===== src/rtl/mcdp_pkg.sv =====
`timescale 1ns/1ps
package mcdp_pkg;
  localparam int XLEN     = 32;
  localparam int RF_DEPTH = 32;
  localparam int RAW      = $clog2(RF_DEPTH);
  localparam int IMM_W    = 16;
  localparam int JT_W     = 26;
  localparam int RS_LSB   = 21;
  localparam int RT_LSB   = 16;
  localparam int RD_LSB   = 11;

  typedef enum logic [3:0] {
    ALU_AND = 4'b0000,
    ALU_OR  = 4'b0001,
    ALU_ADD = 4'b0010,
    ALU_XOR = 4'b0011,
    ALU_SUB = 4'b0110,
    ALU_SLT = 4'b0111,
    ALU_NOR = 4'b1100
  } alu_fn_e;

  localparam logic [1:0] OPB_B    = 2'b00;
  localparam logic [1:0] OPB_FOUR = 2'b01;
  localparam logic [1:0] OPB_IMM  = 2'b10;
  localparam logic [1:0] OPB_IMM4 = 2'b11;

  localparam logic [1:0] NPC_ALU  = 2'b00;
  localparam logic [1:0] NPC_LAT  = 2'b01;
  localparam logic [1:0] NPC_JMP  = 2'b10;
endpackage


===== src/rtl/mcdp_regfile.sv =====
`timescale 1ns/1ps
module mcdp_regfile #(
  parameter int W     = 32,
  parameter int DEPTH = 32,
  localparam int AW   = $clog2(DEPTH)
) (
  input  logic          clk,
  input  logic          rst,
  input  logic          we,
  input  logic [AW-1:0] waddr,
  input  logic [W-1:0]  wdata,
  input  logic [AW-1:0] raddr0,
  input  logic [AW-1:0] raddr1,
  output logic [W-1:0]  rdata0,
  output logic [W-1:0]  rdata1
);
  logic [W-1:0] mem [DEPTH];

  always_ff @(posedge clk) begin
    if (rst) begin
      for (int i = 0; i < DEPTH; i++) mem[i] <= '0;
    end else if (we && (waddr != '0)) begin
      mem[waddr] <= wdata;
    end
  end

  assign rdata0 = (raddr0 == '0) ? '0 : mem[raddr0];
  assign rdata1 = (raddr1 == '0) ? '0 : mem[raddr1];
endmodule


===== src/rtl/mcdp_alu.sv =====
`timescale 1ns/1ps
module mcdp_alu
  import mcdp_pkg::*;
#(
  parameter int W = 32
) (
  input  logic [W-1:0] opa,
  input  logic [W-1:0] opb,
  input  logic [3:0]   fn,
  output logic [W-1:0] res,
  output logic         zero
);
  always_comb begin
    unique case (fn)
      ALU_AND: res = opa & opb;
      ALU_OR:  res = opa | opb;
      ALU_ADD: res = opa + opb;
      ALU_XOR: res = opa ^ opb;
      ALU_SUB: res = opa - opb;
      ALU_SLT: res = {{(W-1){1'b0}}, ($signed(opa) < $signed(opb))};
      ALU_NOR: res = ~(opa | opb);
      default: res = '0;
    endcase
  end

  assign zero = (res == '0);
endmodule


===== src/rtl/mcdp_opsel.sv =====
`timescale 1ns/1ps
module mcdp_opsel
  import mcdp_pkg::*;
#(
  parameter int W     = 32,
  parameter int IMMW  = 16
) (
  input  logic            opa_sel,
  input  logic [1:0]      opb_sel,
  input  logic [W-1:0]    pc,
  input  logic [W-1:0]    a,
  input  logic [W-1:0]    b,
  input  logic [IMMW-1:0] imm,
  output logic [W-1:0]    opa,
  output logic [W-1:0]    opb
);
  logic [W-1:0] imm_sx;
  assign imm_sx = {{(W-IMMW){imm[IMMW-1]}}, imm};
  assign opa = opa_sel ? a : pc;

  always_comb begin
    unique case (opb_sel)
      OPB_B:    opb = b;
      OPB_FOUR: opb = W'(4);
      OPB_IMM:  opb = imm_sx;
      default:  opb = {imm_sx[W-3:0], 2'b00};
    endcase
  end
endmodule


===== src/rtl/mcdp_datapath.sv =====
`timescale 1ns/1ps
module mcdp_datapath
  import mcdp_pkg::*;
(
  input  logic             clk,
  input  logic             rst,
  input  logic             pc_we,
  input  logic             pc_we_cond,
  input  logic             addr_sel,
  input  logic             ir_we,
  input  logic             reg_we,
  input  logic             wdst_sel,
  input  logic             wdata_sel,
  input  logic             opa_sel,
  input  logic [1:0]       opb_sel,
  input  logic [1:0]       npc_sel,
  input  logic [3:0]       alu_ctl,
  input  logic [XLEN-1:0]  mem_rdata,
  output logic [XLEN-1:0]  mem_addr,
  output logic [XLEN-1:0]  pc_q,
  output logic [XLEN-1:0]  a_q,
  output logic [XLEN-1:0]  b_q
);
  logic [XLEN-1:0] ir_q, mdr_q, alu_q;
  logic [XLEN-1:0] rf_rd0, rf_rd1, opa, opb, alu_res, wdata, npc;
  logic [RAW-1:0]  rs_a, rt_a, rd_a, waddr;
  logic            alu_zero, pc_load;

  assign rs_a = ir_q[RS_LSB +: RAW];
  assign rt_a = ir_q[RT_LSB +: RAW];
  assign rd_a = ir_q[RD_LSB +: RAW];

  assign waddr = wdst_sel ? rd_a : rt_a;
  assign wdata = wdata_sel ? mdr_q : alu_q;

  mcdp_regfile #(.W(XLEN), .DEPTH(RF_DEPTH)) u_rf (
    .clk(clk), .rst(rst), .we(reg_we), .waddr(waddr), .wdata(wdata),
    .raddr0(rs_a), .raddr1(rt_a), .rdata0(rf_rd0), .rdata1(rf_rd1)
  );

  mcdp_opsel #(.W(XLEN), .IMMW(IMM_W)) u_opsel (
    .opa_sel(opa_sel), .opb_sel(opb_sel), .pc(pc_q), .a(a_q), .b(b_q),
    .imm(ir_q[IMM_W-1:0]), .opa(opa), .opb(opb)
  );

  mcdp_alu #(.W(XLEN)) u_alu (
    .opa(opa), .opb(opb), .fn(alu_ctl), .res(alu_res), .zero(alu_zero)
  );

  always_comb begin
    unique case (npc_sel)
      NPC_ALU: npc = alu_res;
      NPC_LAT: npc = alu_q;
      NPC_JMP: npc = {pc_q[XLEN-1 -: XLEN-JT_W-2], ir_q[JT_W-1:0], 2'b00};
      default: npc = alu_res;
    endcase
  end

  assign pc_load  = pc_we | (pc_we_cond & alu_zero);
  assign mem_addr = addr_sel ? alu_q : pc_q;

  always_ff @(posedge clk) begin
    if (rst) begin
      pc_q  <= '0;
      ir_q  <= '0;
      mdr_q <= '0;
      a_q   <= '0;
      b_q   <= '0;
      alu_q <= '0;
    end else begin
      if (pc_load) pc_q <= npc;
      if (ir_we)   ir_q <= mem_rdata;
      mdr_q <= mem_rdata;
      a_q   <= rf_rd0;
      b_q   <= rf_rd1;
      alu_q <= alu_res;
    end
  end
endmodule


===== config.mk =====
export PLATFORM = sky130hd
export DESIGN_NAME = mcdp_datapath
export DESIGN_NICKNAME = d
export VERILOG_FILES = /design/src/rtl/mcdp_pkg.sv /design/src/rtl/mcdp_regfile.sv /design/src/rtl/mcdp_alu.sv /design/src/rtl/mcdp_opsel.sv /design/src/rtl/mcdp_datapath.sv
export SDC_FILE = /design/constraint.sdc
export NUM_CORES = 2
export LEC_CHECK = 0
export ABC_CLOCK_PERIOD_IN_PS = 15500
export BUFFER_PORTS_ARGS = -buffer_cell sky130_fd_sc_hd__buf_4
export CAP_MARGIN = 20
export CORE_ASPECT_RATIO = 0.75
export CORE_MARGIN = 5
export CORE_UTILIZATION = 30
export DETAILED_ROUTE_END_ITERATION = 12
export PLACE_DENSITY_LB_ADDON = 0.12
export SYNTH_ARGS = -nofsm -noshare
export SYNTH_HDL_FRONTEND = slang
export SYNTH_SLANG_ARGS = --single-unit
export TNS_END_PERCENT = 5

===== constraint.sdc =====
create_clock -name clk -period 15.5 [get_ports clk]
set_input_delay 2.325 -clock clk [delete_from_list [all_inputs] [get_ports clk]]
set_output_delay 2.325 -clock clk [all_outputs]
set_load 0.03 [all_outputs]

==> metrics.txt <==
register area share after synthesis=52.43%; Post-Place Cell Area=70,980 µm²; startpoint types=primary input; Avg Inst Size Synth=11.84 µm²; Distinct cells, synth=95; max-slew violations=0; Worst-Skew Late Latency=0.80 ns; Sink Count=1,210; Final Hold Viols=0; pre-CTS setup slack=6.692 ns; most numerous cell in the Yosys netlist=nor2_1; achievable frequency=0.1174 GHz; number of I/O pins=178; design area=75,370 µm²; DP HPWL=182.5 mm; ys async rst share=0%; HP Class=reg -> reg; post-synthesis compound-gate area fraction=9.885%; Initial Utilization=30.22%; Inst Count DP=8,319; DRT antenna net count=0; die width=550.6 µm; vias=49,810; fillcell total=21,430; busiest metal layer after global routing=met1; CTS max path bufs=4; Synth Warn #=0; Power Density=114.6 nW/µm²; delay of the slowest critical-path stage=1.06 ns; H-tree depth=4; min Tclk post-route=8.515 ns; Post-Synth XOR/XNOR Area=0.1598%; port bufs=177; Reg area=34,510 µm²; unrepaired setup endpoints after global routing=no; Wirelength per Cell=34.27 µm; Cell Chain, Critical Path=buf_4 > mux2i_1 > inv_1 > ha_1 > inv_1 > a21oi_1 > o31ai_1 > nor4_1 > nor4b_1 > and4_1 > nand4_1 > nor4b_2 > nand4bb_4 > o41a_1 > buf_4 > a2111oi_0 > a31o_1; worst-margin pin slew=1.225 ns; fin cells=8,565; r2r worst-path depth=16; DIE AREA=228,700 µm²; met1 usage=37.83%; Post-Synth Adder-Cell Area=2.344%; mux cell area share after synthesis=20.72%; P_leak=25.47 nW; CP Data Arrival Time=9.24 ns; register bit total from synthesis=1,210; initial drt markers=6,418; Req. time, crit path=16.23 ns; Reg clk slew, reported paths=0.06 ns; worst relative slew slack=17.17%; Post-synth EDFFs=1,024; main area contributors after synthesis=edfxtp_1, mux4_2, nor2_1, mux2i_1, dfxtp_1; Synth top cells by count=nor2_1, edfxtp_1, clkbuf_1, mux2i_1, mux4_2; area growth from synthesis to layout=14.63%; final setup vio count=0; Design Power=8.638 mW; Num CTS Buffers=140; met2 usage=36.61%; gr usage total=24.83%; CP Capture Type=flip-flop; skew final=0.04641 ns; vias in the first global route=48,650; post-route DRC violation count=0; CP max FO=32; Yosys top cell by area=edfxtp_1; final period utilization=54.93%; status=complete, no violations; Post-Synthesis Cell Area=65,750 µm²; post-cts sizing count=0; top cell type's share of synthesized area=46.77%; total of max-cap violations=0; Remaining Overflow, GRT=0; met3 usage=3.801%; Synth Area in Simple Gates=10.79%; largest net degree at the start of global routing=92; Post-synth top flop=edfxtp_1; hold_buf cts=0; core region area=217,600 µm²; die height=415.4 µm; multi-input logic area=29,690 µm²; Setup CP Type=in -> reg; Via density=5.815; CP max stage cell=nor4b_1; Rows=148; CTS root buf=clkbuf_16; Routed WL=293.5 mm; share of cells above drive strength 1=21.19%; setup tns final=0 ns; Worst Hold Path Cells=2; CTS tree=built; Final WS setup=6.985 ns; first-pass GRT wire length=403.8 mm; largest family of logic cells by synthesized area=multiplexers; initial antenna violation count=10; DRT Pass-1 Iters=6; Final nets=5,712; setup repair bufs after CTS=0; Peak VDD IR=85.75 µV; RD Place Congestion=0.9469; Post-Synthesis Cells=5,553
-- layout by cell type (no fill, tap or decap), types with 119 or more instances in the layout --
master	n
nand2_1	125
mux2_2	155
a21oi_1	319
ha_1	119
nor2_1	1233
buf_4	325
edfxtp_1	1024
clkbuf_16	143
mux2i_1	356
dfxtp_1	176
mux4_2	354
-- stage by stage --
step	hold slack, ns	util [%]
2_1_floorplan	0.4959	-
3_3_place_gp	0.4972	32.53
3_5_place_dp	0.4946	32.62
4_1_cts	0.4975	34.59
5_1_grt	0.5216	34.63
6_report	0.4956	34.64
-- layout make-up --
cell class	instances	share of cell area [%]
Antenna cell	5	0.01660
Clock buffer	188	5.062
Clock inverter	49	0.6275
Inverter	101	0.5047
Multi-Input combinational cell	3742	39.39
Sequential cell	1210	45.79
Tap cell	2925	4.856
Timing Repair Buffer	345	3.755
-- kinds of logic (layout without fill, tap and decap cells) --
logic type                 count (synthesis)  after routing
AOI/OAI and AO/OA                        966            966
xor gates and xnor gates                  12             12
adders and majority gates                122            122
buffers and inverters                    632            683
DFF                                     1210           1210
muxes                                    899            899
other                                      1             37
and+or+nand+nor                         1711           1711
-- registers in the layout, summed over array words and instances, names as in the netlist --
name	count
alu_q	32
pc_q	32
ir_q	26
mdr_q	32
a_q	32
b_q	32
u_rf.mem	1024
-- worst paths after layout --
kind,startpoint,to,slack [ns]
min,pc_q[26]$_SDFFE_PP0P_,pc_q[26]$_SDFFE_PP0P_,0.50
min reg2reg,pc_q[26]$_SDFFE_PP0P_,pc_q[26]$_SDFFE_PP0P_,0.50
max,opa_sel,pc_q[24]$_SDFFE_PP0P_,6.99
max reg2reg,ir_q[13]$_SDFFE_PP0P_,pc_q[24]$_SDFFE_PP0P_,8.53
-- per-layer routing --
metal,wire length [µm],share of wire (%)
met4,8132,2.8
met2,126800,43
met1,136600,47
met5,0,0
met3,21990,7.5
-- worst max-delay path, delay by kind of cell --
kind / cells / cell delay (ns)
fa+ha+maj: 1 / 0.44
mux: 1 / 0.36
buf+inv: 4 / 1.20
simple gates: 6 / 2.85
compound gates: 5 / 1.97
-- report_power, final --
group	switching (mW)	internal [mW]	total [mW]
registers	0.143	3.66	3.80
clock network	1.40	1.87	3.28
logic	1.04	0.516	1.56
total	2.59	6.05	8.64
No activity file was read; power rests on OpenSTA's default activity.
